[config.mk]
export PLATFORM = sky130hd
export DESIGN_NAME = amem_seq
export DESIGN_NICKNAME = d
export VERILOG_FILES = /design/src/rtl/amem_pkg.sv /design/src/rtl/amem_cfg_decode.sv /design/src/rtl/amem_bank_gate.sv /design/src/rtl/amem_phase_ctrl.sv /design/src/rtl/amem_seq.sv
export SDC_FILE = /design/constraint.sdc
export NUM_CORES = 1
export LEC_CHECK = 0
export ABC_AREA = 1
export CORE_MARGIN = 5
export CORE_UTILIZATION = 41
export CTS_CLUSTER_SIZE = 8
export DETAILED_ROUTE_END_ITERATION = 8
export GPL_TIMING_DRIVEN = 0
export PLACE_DENSITY = 0.89
export SYNTH_ARGS = -nofsm -noshare
export SYNTH_HDL_FRONTEND = slang
export SYNTH_SLANG_ARGS = --single-unit
[constraint.sdc]
create_clock -name clk -period 2.45 [get_ports clk]
set_input_delay 0.49 -clock clk [delete_from_list [all_inputs] [get_ports clk]]
set_output_delay 0.49 -clock clk [all_outputs]
set_load 0.03 [all_outputs]
[src/rtl/amem_pkg.sv]
`timescale 1ns/1ps
package amem_pkg;
  localparam int CFG_W = 16;
  localparam int CNT_W = 4;
  localparam int EN_W  = 3;

  // timing word layout (msb first)
  typedef struct packed {
    logic [3:0] wr_acc;
    logic [3:0] rd_acc;
    logic [1:0] hold;
    logic [1:0] setup;
    logic [1:0] turn;
    logic       rdy_pol;
    logic       rdy_en;
  } bank_cfg_t;

  // decoded cycle counts
  typedef struct packed {
    logic [CNT_W-1:0] turn_cyc;
    logic [CNT_W-1:0] setup_cyc;
    logic [CNT_W-1:0] rd_cyc;
    logic [CNT_W-1:0] wr_cyc;
    logic [CNT_W-1:0] hold_cyc;
    logic             rdy_en;
    logic             rdy_pol;
  } bank_tim_t;

  typedef enum logic [2:0] {
    PH_IDLE, PH_TURN, PH_SETUP, PH_STROBE, PH_HOLD, PH_DONE
  } phase_t;

  // two-bit code where zero stands for four cycles
  function automatic logic [CNT_W-1:0] zero_is_four(input logic [1:0] c);
    return (c == 2'd0) ? CNT_W'(4) : CNT_W'(c);
  endfunction

  // four-bit width where zero is promoted to one cycle
  function automatic logic [CNT_W-1:0] at_least_one(input logic [3:0] c);
    return (c == 4'd0) ? CNT_W'(1) : CNT_W'(c);
  endfunction
endpackage

[src/rtl/amem_cfg_decode.sv]
`timescale 1ns/1ps
module amem_cfg_decode
  import amem_pkg::*;
#(
  parameter int NBANK = 4
) (
  input  logic [NBANK*CFG_W-1:0] cfg_flat,
  output bank_tim_t [NBANK-1:0]  tim
);
  for (genvar b = 0; b < NBANK; b++) begin : g_bank
    bank_cfg_t raw;
    assign raw = bank_cfg_t'(cfg_flat[b*CFG_W +: CFG_W]);
    assign tim[b].turn_cyc  = zero_is_four(raw.turn);
    assign tim[b].setup_cyc = zero_is_four(raw.setup);
    assign tim[b].rd_cyc    = at_least_one(raw.rd_acc);
    assign tim[b].wr_cyc    = at_least_one(raw.wr_acc);
    assign tim[b].hold_cyc  = CNT_W'(raw.hold);
    assign tim[b].rdy_en    = raw.rdy_en;
    assign tim[b].rdy_pol   = raw.rdy_pol;
  end
endmodule

[src/rtl/amem_bank_gate.sv]
`timescale 1ns/1ps
module amem_bank_gate
  import amem_pkg::*;
#(
  parameter int NBANK = 4
) (
  input  logic [EN_W-1:0]  en_code,
  output logic [NBANK-1:0] en_mask
);
  // top code bit opens every bank; otherwise the low bits give a bank count
  for (genvar b = 0; b < NBANK; b++) begin : g_gate
    assign en_mask[b] = en_code[EN_W-1] || (b < int'(en_code[EN_W-2:0]));
  end
endmodule

[src/rtl/amem_phase_ctrl.sv]
`timescale 1ns/1ps
module amem_phase_ctrl
  import amem_pkg::*;
(
  input  logic      clk,
  input  logic      rst_n,
  input  logic      start,
  input  logic      start_err,
  input  logic      start_turn,
  input  logic      is_write,
  input  logic      rdy_pin,
  input  bank_tim_t tim,
  output phase_t    phase,
  output logic      strobe_last
);
  logic [CNT_W-1:0] cnt, cnt_nxt;
  phase_t           nxt;
  logic             rdy_ok;
  logic             cnt_one;
  logic [CNT_W-1:0] acc_len;

  assign cnt_one     = (cnt == CNT_W'(1));
  assign rdy_ok      = !tim.rdy_en || (tim.rdy_pol ? rdy_pin : !rdy_pin);
  assign acc_len     = is_write ? tim.wr_cyc : tim.rd_cyc;
  assign strobe_last = (phase == PH_STROBE) && cnt_one && rdy_ok;

  always_comb begin
    nxt     = phase;
    cnt_nxt = (cnt > CNT_W'(1)) ? cnt - CNT_W'(1) : cnt;
    unique case (phase)
      PH_IDLE: if (start) begin
        if (start_err) begin
          nxt = PH_DONE;
        end else if (start_turn) begin
          nxt = PH_TURN;  cnt_nxt = tim.turn_cyc;
        end else begin
          nxt = PH_SETUP; cnt_nxt = tim.setup_cyc;
        end
      end
      PH_TURN:  if (cnt_one) begin nxt = PH_SETUP;  cnt_nxt = tim.setup_cyc; end
      PH_SETUP: if (cnt_one) begin nxt = PH_STROBE; cnt_nxt = acc_len; end
      PH_STROBE: if (strobe_last) begin
        if (tim.hold_cyc == '0) nxt = PH_DONE;
        else begin nxt = PH_HOLD; cnt_nxt = tim.hold_cyc; end
      end
      PH_HOLD:  if (cnt_one) nxt = PH_DONE;
      PH_DONE:  nxt = PH_IDLE;
      default:  nxt = PH_IDLE;
    endcase
  end

  always_ff @(posedge clk or negedge rst_n) begin
    if (!rst_n) begin
      phase <= PH_IDLE;
      cnt   <= '0;
    end else begin
      phase <= nxt;
      cnt   <= cnt_nxt;
    end
  end
endmodule

[src/rtl/amem_seq.sv]
`timescale 1ns/1ps
module amem_seq
  import amem_pkg::*;
#(
  parameter int NBANK = 4,
  parameter int AW    = 20,
  parameter int DW    = 16,
  localparam int BW   = $clog2(NBANK)
) (
  input  logic                   clk,
  input  logic                   rst_n,
  input  logic [NBANK*CFG_W-1:0] bank_cfg,
  input  logic [EN_W-1:0]        bank_en_code,
  input  logic                   req_valid,
  output logic                   req_ready,
  input  logic [BW-1:0]          req_bank,
  input  logic                   req_write,
  input  logic [AW-1:0]          req_addr,
  input  logic [DW-1:0]          req_wdata,
  output logic                   rsp_valid,
  output logic                   rsp_err,
  output logic [DW-1:0]          rsp_rdata,
  output logic [NBANK-1:0]       mem_cs_n,
  output logic                   mem_oe_n,
  output logic                   mem_rd_n,
  output logic                   mem_wr_n,
  output logic [AW-1:0]          mem_addr,
  output logic [DW-1:0]          mem_wdata,
  output logic                   mem_wdata_oe,
  input  logic [DW-1:0]          mem_rdata,
  input  logic [NBANK-1:0]       mem_ready
);
  bank_tim_t [NBANK-1:0] tim_all;
  logic [NBANK-1:0]      en_mask;
  phase_t                phase;
  logic                  strobe_last;
  logic                  accept;
  logic [BW-1:0]         bank_q, sel_bank;
  logic                  wr_q, err_q, last_rd;
  logic [AW-1:0]         addr_q;
  logic [DW-1:0]         wdata_q, rdata_q;
  logic                  bus_on;

  amem_cfg_decode #(.NBANK(NBANK)) i_dec (
    .cfg_flat (bank_cfg),
    .tim      (tim_all)
  );

  amem_bank_gate #(.NBANK(NBANK)) i_gate (
    .en_code (bank_en_code),
    .en_mask (en_mask)
  );

  assign req_ready = (phase == PH_IDLE);
  assign accept    = req_valid && req_ready;
  assign sel_bank  = req_ready ? req_bank : bank_q;

  amem_phase_ctrl i_ctrl (
    .clk         (clk),
    .rst_n       (rst_n),
    .start       (accept),
    .start_err   (!en_mask[req_bank]),
    .start_turn  (req_write && last_rd),
    .is_write    (wr_q),
    .rdy_pin     (mem_ready[sel_bank]),
    .tim         (tim_all[sel_bank]),
    .phase       (phase),
    .strobe_last (strobe_last)
  );

  always_ff @(posedge clk or negedge rst_n) begin
    if (!rst_n) begin
      bank_q  <= '0;
      wr_q    <= 1'b0;
      err_q   <= 1'b0;
      last_rd <= 1'b0;
      addr_q  <= '0;
      wdata_q <= '0;
      rdata_q <= '0;
    end else begin
      if (accept) begin
        bank_q  <= req_bank;
        wr_q    <= req_write;
        err_q   <= !en_mask[req_bank];
        addr_q  <= req_addr;
        wdata_q <= req_wdata;
      end
      if (strobe_last && !wr_q) rdata_q <= mem_rdata;
      if (phase == PH_DONE && !err_q) last_rd <= !wr_q;
    end
  end

  assign bus_on       = (phase == PH_SETUP) || (phase == PH_STROBE) || (phase == PH_HOLD);
  assign mem_oe_n     = !bus_on;
  assign mem_rd_n     = !((phase == PH_STROBE) && !wr_q);
  assign mem_wr_n     = !((phase == PH_STROBE) && wr_q);
  assign mem_wdata_oe = bus_on && wr_q;
  assign mem_addr     = addr_q;
  assign mem_wdata    = wdata_q;

  for (genvar b = 0; b < NBANK; b++) begin : g_cs
    assign mem_cs_n[b] = !(bus_on && (bank_q == BW'(b)));
  end

  assign rsp_valid = (phase == PH_DONE);
  assign rsp_err   = rsp_valid && err_q;
  assign rsp_rdata = rdata_q;
endmodule

**After elaboration in Yosys (flattened, before gate mapping)**

Cells that the tools add are included.

- Bits in registers: 64
- Bits of input ports: 129
- Output and inout port bits: 63
- Logic and storage cells: 125

- $add $sub $neg: 1
- Magnitude comparators: 6
- Equality and inequality tests: 14
- Multiplexer cells: 43
- Reduce and logical (&&, ||, !) cells: 52

Operator list:

| cell | count |
|---|---|
| $mux 4 | 17 |
| $bmux 22 s2 | 1 |
| $mux 3 | 14 |
| $logic_not 4->1 | 9 |
| $mux 22 | 1 |
| $logic_not 2->1 | 9 |
| $pmux 4 s4 | 1 |
| $pmux 3 s5 | 1 |
| $logic_and 1x1->1 | 14 |
| $logic_not 1->1 | 12 |
| $ne 2x1->1 const B | 4 |
| $eq 3x2->1 const B | 2 |
| $eq 3x3->1 const B | 2 |
| $logic_or 1x1->1 | 6 |
| $lt 2x3->1 const B | 2 |
| $reduce_and 5->1 | 1 |
| $bmux 1 s2 | 2 |
| $eq 2x2->1 const B | 2 |
| $eq 4x1->1 const B | 1 |
| $gt 4x1->1 const B | 1 |
| $lt 1x2->1 const A | 2 |
| $mux 1 | 4 |
| $mux 2 | 2 |
| $sub 4x1->4 const B | 1 |
| 5 further kinds | 5 |

**Longest topological paths before layout**

Gate-level depths: netlist (run 1).

- Depth in word-level cells: 10
- Gate-level depth with buffers: 16
- Mapped depth without buffers: 15

**By module**

A second synthesis (run 1) with hierarchy kept.

- Cells, all modules: 803
- Area, all modules: 5,066.1 sq um

Modules (own cells, without submodules):

| module | instances | cells an instance | area an instance (sq um) | sequential area each (sq um) |
|---|---|---|---|---|
| amem_seq | 1 | 518 | 3,569.7 | 1,426.4 |
| amem_phase_ctrl | 1 | 157 | 889.6 | 175.2 |
| amem_cfg_decode | 1 | 121 | 574.3 | 0.0 |
| amem_bank_gate | 1 | 7 | 32.5 | 0.0 |

**Worst setup path before layout (run 1)**

Ideal clock, no wire load.

- Path type: reg2out
- Start point: register i_ctrl.phase[2]
- End point: output mem_cs_n[0]
- Arrival time: 1,705 ps
- Required time: 1,960 ps
- Slack: 255 ps
- Cell stages (with the launch flop): 9
- Buffers on the path: 1
- Cell sequence: dfrtp_1 > buf_4 > inv_2 > nor2_1 > inv_1 > nand2_1 > nor2_1 > inv_1 > nand3_1

- Longest elaborated chain between the ends: 5
- Elaborated cells on any way between the ends: 7
- Those cells by class: eq/ne (3); reduce/logical (4)

Ends and longest elaborated chain:

| element | line | source |
|---|---|---|
| start: declaration | amem_phase_ctrl.sv:13 | `output phase_t phase,` |
| start signal: assignment | amem_phase_ctrl.sv:57 | `phase <= nxt;` |
| $eq 3x2->1 | amem_seq.sv:93 | `assign bus_on = (phase == PH_SETUP) \|\| (phase == PH_STROBE) \|\| (phase == PH_HOLD);` |
| $logic_or 1x1->1 | amem_seq.sv:93 |  |
| $logic_or 1x1->1 (*) | amem_seq.sv:93 |  |
| $logic_and 1x1->1 (*) | amem_seq.sv:102 | `assign mem_cs_n[b] = !(bus_on && (bank_q == BW'(b)));` |
| $logic_not 1->1 (*) | amem_seq.sv:102 |  |
| end: declaration | amem_seq.sv:23 | `output logic [NBANK-1:0] mem_cs_n,` |

Every way passes the cells marked *; elsewhere a longest branch is shown, timed or not.

**Final worst setup path (run 1)**

- Start point: register i_ctrl.phase[0]
- End point: output mem_cs_n[1]

The elaborated chain is that of the path after synthesis.

==> results of run 1 <==
==> registers in the layout, summed over array words and instances, names as in the netlist <==
register	flops
mem_wdata	16
err_q	1
i_ctrl.cnt	4
bank_q	2
last_rd	1
wr_q	1
i_ctrl.phase	3
rsp_rdata	16
mem_addr	20
==> placed cells by master (no fill, tap or decap), types with 3 or more instances in the layout <==
master,Yosys,layout
a21oi_1,7,7
buf_2,8,12
buf_4,2,5
clkbuf_1,9,8
clkbuf_8,0,9
clkdlybuf4s50_1,0,179
clkinv_2,0,4
dfrtp_1,64,62
dlygate4sd2_1,0,4
inv_1,78,77
inv_2,3,3
nand2_1,242,242
nand2_2,4,4
nand3_1,78,78
nor2_1,23,22
nor3_1,10,9
o211ai_1,10,10
o21ai_0,16,16
o21ai_1,17,17
==> where the power goes <==
part | switching (mW) | internal (mW) | leakage (nW)
logic | 3.45 | 2.02 | 2.25
clock network | 0.439 | 0.471 | 0.103
registers | 0.321 | 1.56 | 0.805
==> repair_timing <==
item                       CTS  global route
gates cloned                 0             0
resized for setup           28             8
setup endpoints to repair   10             8
setup buffers                1             2
pin swaps                    1             1
==> routing by layer <==
layer | global-route usage [%] | up-vias
met2 | 40.5 | 225
met3 | 8.12 | 48
met5 | 0 | -
met1 | 24.6 | 2182
met4 | 10.6 | 0
li1 | - | 2271
==> area by class of cell <==
type	instances	area, um^2
buffer	20	108
clock buffer	9	124
clock inverter	7	71.3
fill	766	3030
inverter	82	312
multi-input combinational	426	1950
sequential	64	1600
tap	129	161
timing repair buffer	196	1960
==> critical path: stages, from the launching register on <==
cell and delay (ps):
dfrtp_2 440, nor2_4 160, inv_1 90, nor2_1 130
inv_1 90, nand2_1 100, nor2_2 60, inv_2 100
nand3_1 70, clkdlybuf4s18_2 290
==> kinds of logic (layout without fill, tap and decap cells) <==
family / count (synthesis) / count (layout) / share of synthesized area [%]
buf+inv: 103 / 314 / 10.6
compound gates: 55 / 55 / 8.31
fa+ha+maj: 2 / 2 / 0.632
simple gates: 367 / 367 / 39.6
xor+xnor: 2 / 2 / 0.442
flops: 64 / 64 / 40.4
==> how the worst max path moves through the flow <==
stage,start,end,slack (ps)
2_1_floorplan,i_ctrl.phase[2]$_DFFE_PN0P_,mem_cs_n[0],250
3_3_place_gp,rst_n,bank_q[0]$_DFFE_PN0P_,-1120
3_5_place_dp,i_ctrl.phase[2]$_DFFE_PN0P_,mem_wdata_oe,-350
4_1_cts,i_ctrl.phase[2]$_DFFE_PN0P_,mem_cs_n[1],-3
5_1_grt,i_ctrl.phase[2]$_DFFE_PN0P_,mem_cs_n[1],-10
6_report,i_ctrl.phase[0]$_DFFE_PN0P_,mem_cs_n[1],80
==> per-stage QoR <==
step / util (%) / instances / power [mW]
floorplan: - / 593 / 5.32
global route: 67.5 / 933 / 8.90
CTS: 67.3 / 931 / 8.23
detailed placement: 65.1 / 915 / 7.28
global placement: 64.7 / 913 / 7.10
finish: 67.5 / 933 / 8.26
==> impl_metrics.ini, run 1 <==
[outcome]
outcome = finished, final reports clean

[timing]
worst_pin_slew_ps = 691
finalMaxSlewViolations = 0
min_period_ps = 2370
hold_viol_final = 0
rsz0062_at_grt = true
setup-tns-final_ps = 0
holdWs_ps = 96.3
setup_viol = 0
timing.slew.headroom_pct = 53.5
layout_setup_ws_ps = 84.2
max_freq_ghz = 0.423
post-route-period-util_pct = 96.6
clock_skew_ps = 14.3

[synthesis]
synthTopCellsByCount = nand2_1, inv_1, nand3_1, dfrtp_1, nor2_1
yosys.cell_types.count = 29
ys.flop_type = dfrtp_1
synth_edf_count = 0
yosysSeqAreaShare_pct = 40.4
ys.warnings.count = 0
synth_top_area_share_pct = 40.4
async_flop_share_pct = 100
ys_ff_latch = 64
avgSynthCellArea_um2 = 6.68
synth.most_common_cell = nand2_1
synth_area_leaders = dfrtp_1, nand2_1, nand3_1
syn_nets = 724
netlist_instances = 593
syn-cell-area_um2 = 3960
synth_top_area_cell = dfrtp_1

[die]
dieArea_um2 = 11700
rows = 35
die_y_um = 108
die_x_um = 108
ioPinCount = 192
initial_utilization_pct = 42.5
core_um2 = 9330

[worst_setup_path]
crit_type = reg -> out
critPathMaxFanout = 5
r2r_cells = 10
reg2reg_slack_ps = 200
worst_ep_required_time_ps = 1960
cp-start-kind = flip-flop
worstReg2RegStart = i_ctrl.cnt[0]$_DFF_PN0_
worst_setup_path_end_kind = output port
cp.arrival_ps = 1880
reg2reg_to = i_ctrl.cnt[1]$_DFF_PN0_

[place]
place_ws_ps = -346
dp_hpwl_um = 10800
place_area_um2 = 6080
place.gp.congestion = 0.948
port_buffers = 191

[route]
ant_nets = 0
drt-vias-per-instance = 5.07
wl_met1_um = 5040
post_drt_wl_per_cell_um = 14.8
first_pass_iters = 5
drt_wl_total_um = 13800
drc_errors = 0
wl_met2_um = 6870
highest_layer = met4
via_count = 4726
wl_met3_um = 1390
drt_iter0_drc = 258

[run]
maxCapViolations = 0

[clocking]
cts_root_buffer = clkbuf_8
cts_hold_buf = 0
cts_tree = done
clock_latency_ps = 340
numCtsBuffers = 9
cts.path.max_buffers = 2
clock-sinks = 64
h-tree-depth = 3
clkTransAtPathRegs_ps = 80

[pwr]
power_density_nw_per_um2 = 1310
power.leakage_nw = 3.16
vdd_drop_max_mv = 0.876

[hold_path]
hold_path_class = in -> async

[layout]
final_nets = 930
diodes = 0
fin_area_um2 = 6300
layout-drive-gt1-share_pct = 7.46
syn_to_final_growth_pct = 59.0

[grt]
grt.overflow.total = 0
grt_pass1_wl_um = 21500
gr-usage-all-layers_pct = 23.0
grt_pass1_vias = 4715
antenna_found_initial = 0
grt_start_max_net_pins = 25
No activity file was read; power rests on OpenSTA's default activity.
==> run 2, diff against run 1 <==
--- a/config.mk
+++ b/config.mk
@@ -11,7 +11,7 @@
 export CTS_CLUSTER_SIZE = 8
 export DETAILED_ROUTE_END_ITERATION = 8
 export GPL_TIMING_DRIVEN = 0
-export PLACE_DENSITY = 0.89
+export PLACE_DENSITY = 0.81
 export SYNTH_ARGS = -nofsm -noshare
 export SYNTH_HDL_FRONTEND = slang
 export SYNTH_SLANG_ARGS = --single-unit
==> impl_metrics.ini, run 2 (synthesis results as in run 1) <==
[outcome]
outcome = finished, final reports clean

[layout]
layout_common_cells = nand2_1, clkdlybuf4s50_1, nand3_1
syn_to_final_growth_pct = 57.9
largest_register_ffs = 20
layout-drive-gt1-share_pct = 7.47
final_cells = 932
diodes = 0
final_common_cell = nand2_1
final_nets = 930

[grt]
gr-usage-all-layers_pct = 23.0
grt.overflow.total = 0
grtUsageMet1_pct = 25.3
grt_start_max_net_pins = 65
grt_pass1_vias = 4693
grt_pass1_wl_um = 21800
top_usage_layer = met2
use_met2_pct = 42.5
grtUsageMet3_pct = 7.46
antenna_found_initial = 0

[timing]
worst_pin_slew_ps = 799
hold_viol_final = 0
clock_skew_ps = 11.9
post-route-period-util_pct = 96.9
timing.slew.headroom_pct = 46.7
finalMaxSlewViolations = 0
setup_viol = 0
max_freq_ghz = 0.421
min_period_ps = 2370
layout_setup_ws_ps = 77.1
rsz0062_at_grt = false

[die]
core_um2 = 9330
dieArea_um2 = 11700
rows = 35
ioPinCount = 192
initial_utilization_pct = 42.5
die_x_um = 108
die_y_um = 108

[worst_setup_path]
reg2reg_to = i_ctrl.cnt[0]$_DFF_PN0_
r2r_cells = 14
critPathMaxStageDelay_ps = 700
cp-start-kind = flip-flop
worstReg2RegStart = i_ctrl.phase[2]$_DFFE_PN0P_
path_buf_inv = 2
critical-path-top-delay-family = buffers and inverters
cp_cell_sequence = clkinv_2, nand2_1, clkdlybuf4s50_1
cp.arrival_ps = 1880
crit_slowest_cell = clkdlybuf4s50_1
worst_setup_path_end_kind = output port
worst_ep_required_time_ps = 1960
critPathMaxFanout = 10
reg2reg_slack_ps = 340
crit_type = reg -> out

[hold_path]
hold_path_class = in -> async

[clocking]
cts_root_buffer = clkbuf_8
cts.path.max_buffers = 2
cts_tree = done
clock-sinks = 64
clkTransAtPathRegs_ps = 80
numCtsBuffers = 9
h-tree-depth = 3
clock_latency_ps = 330

[place]
place_ws_ps = -406
dp_hpwl_um = 10500
port_buffers = 191
place.gp.congestion = 0.943
placedCellCount = 913

[route]
drt_iter0_drc = 316
via_count = 4608
post_drt_wl_per_cell_um = 14.4
ant_nets = 0
drt_wl_total_um = 13500
drc_errors = 0
first_pass_iters = 5
drt-vias-per-instance = 4.94

[pwr]
vdd_drop_max_mv = 0.736
power_density_nw_per_um2 = 1320
power.leakage_nw = 3.13
total_power_mw = 8.24

[run]
maxCapViolations = 0
[run 2: changes by cell type in the layout (fill, tap and decap cells not counted), sizes merged]
cell           delta
clkdlybuf4s18     -1
clkdlybuf4s15     -1
inv               -1
clkinv            -1
dlygate4sd2       -1
clkdlybuf4s50     +2
clkinvlp          +1
dlymetal6s2s      -1
buf               +2
[run 2: what timing repair did]
item	CTS	global route
pin swaps	2	2
hold buffers	0	0
resized for setup	31	9
setup buffers	2	3
setup endpoints to repair	10	7
[run 2: area by class of cell]
type | count | area (um^2)
timing repair buffer | 196 | 1930
multi-input combinational | 426 | 1960
inverter | 82 | 312
buffer | 20 | 108
sequential | 64 | 1600
clock buffer | 9 | 124
fill | 820 | 3080
tap | 129 | 161
clock inverter | 6 | 61.3
[run 2: worst max-delay path by stage]
| stage | start | cells past startpoint | end | slack, ps |
|---|---|---|---|---|
| 2_1_floorplan | i_ctrl.phase[2]$_DFFE_PN0P_ | 8 | mem_cs_n[0] | 250 |
| 3_3_place_gp | rst_n | 1 | i_ctrl.cnt[2]$_DFF_PN0_ | -1180 |
| 3_5_place_dp | i_ctrl.phase[2]$_DFFE_PN0P_ | 9 | mem_wdata_oe | -410 |
| 4_1_cts | i_ctrl.phase[2]$_DFFE_PN0P_ | 9 | mem_cs_n[3] | 20 |
| 5_1_grt | wr_q$_DFFE_PN0P_ | 3 | mem_rd_n | 0.2 |
| 6_report | wr_q$_DFFE_PN0P_ | 3 | mem_rd_n | 80 |
[run 2: routing by layer]
| metal | vias up | routed length (um) |
|---|---|---|
| met5 | - | 0 |
| met4 | 0 | 253 |
| met3 | 24 | 1190 |
| met2 | 186 | 6820 |
| met1 | 2131 | 5200 |
| li1 | 2267 | - |
[run 2: through the flow]
stage	util [%]	hold slack, ps	area, um^2	TNS [ps]
after floorplan	-	194	3960	0
after global placement	64.7	454	6030	-76570
after detailed placement	64.7	458	6030	-1700
after CTS	66.8	274	6230	0
after global routing	67.0	308	6250	0
final	67.0	239	6250	0
[run 2: power breakdown]
part	internal, mW	switching [mW]
Clock	0.460	0.408
Combinational	2.05	3.44
Sequential	1.56	0.326
Total	4.07	4.18
[run 2: worst register-to-register path: stages, from the launching register on]
cell and delay (ps):
dfrtp_1 370, buf_4 180, inv_4 120, nand3_1 170, nand2_2 210, buf_2 260
nand2_1 80, nand3_1 90, nand3_1 70, nand2_1 70, nand2_1 50, nand2_1 70
nand2_1 40, nor2_1 110, nand3_1 90
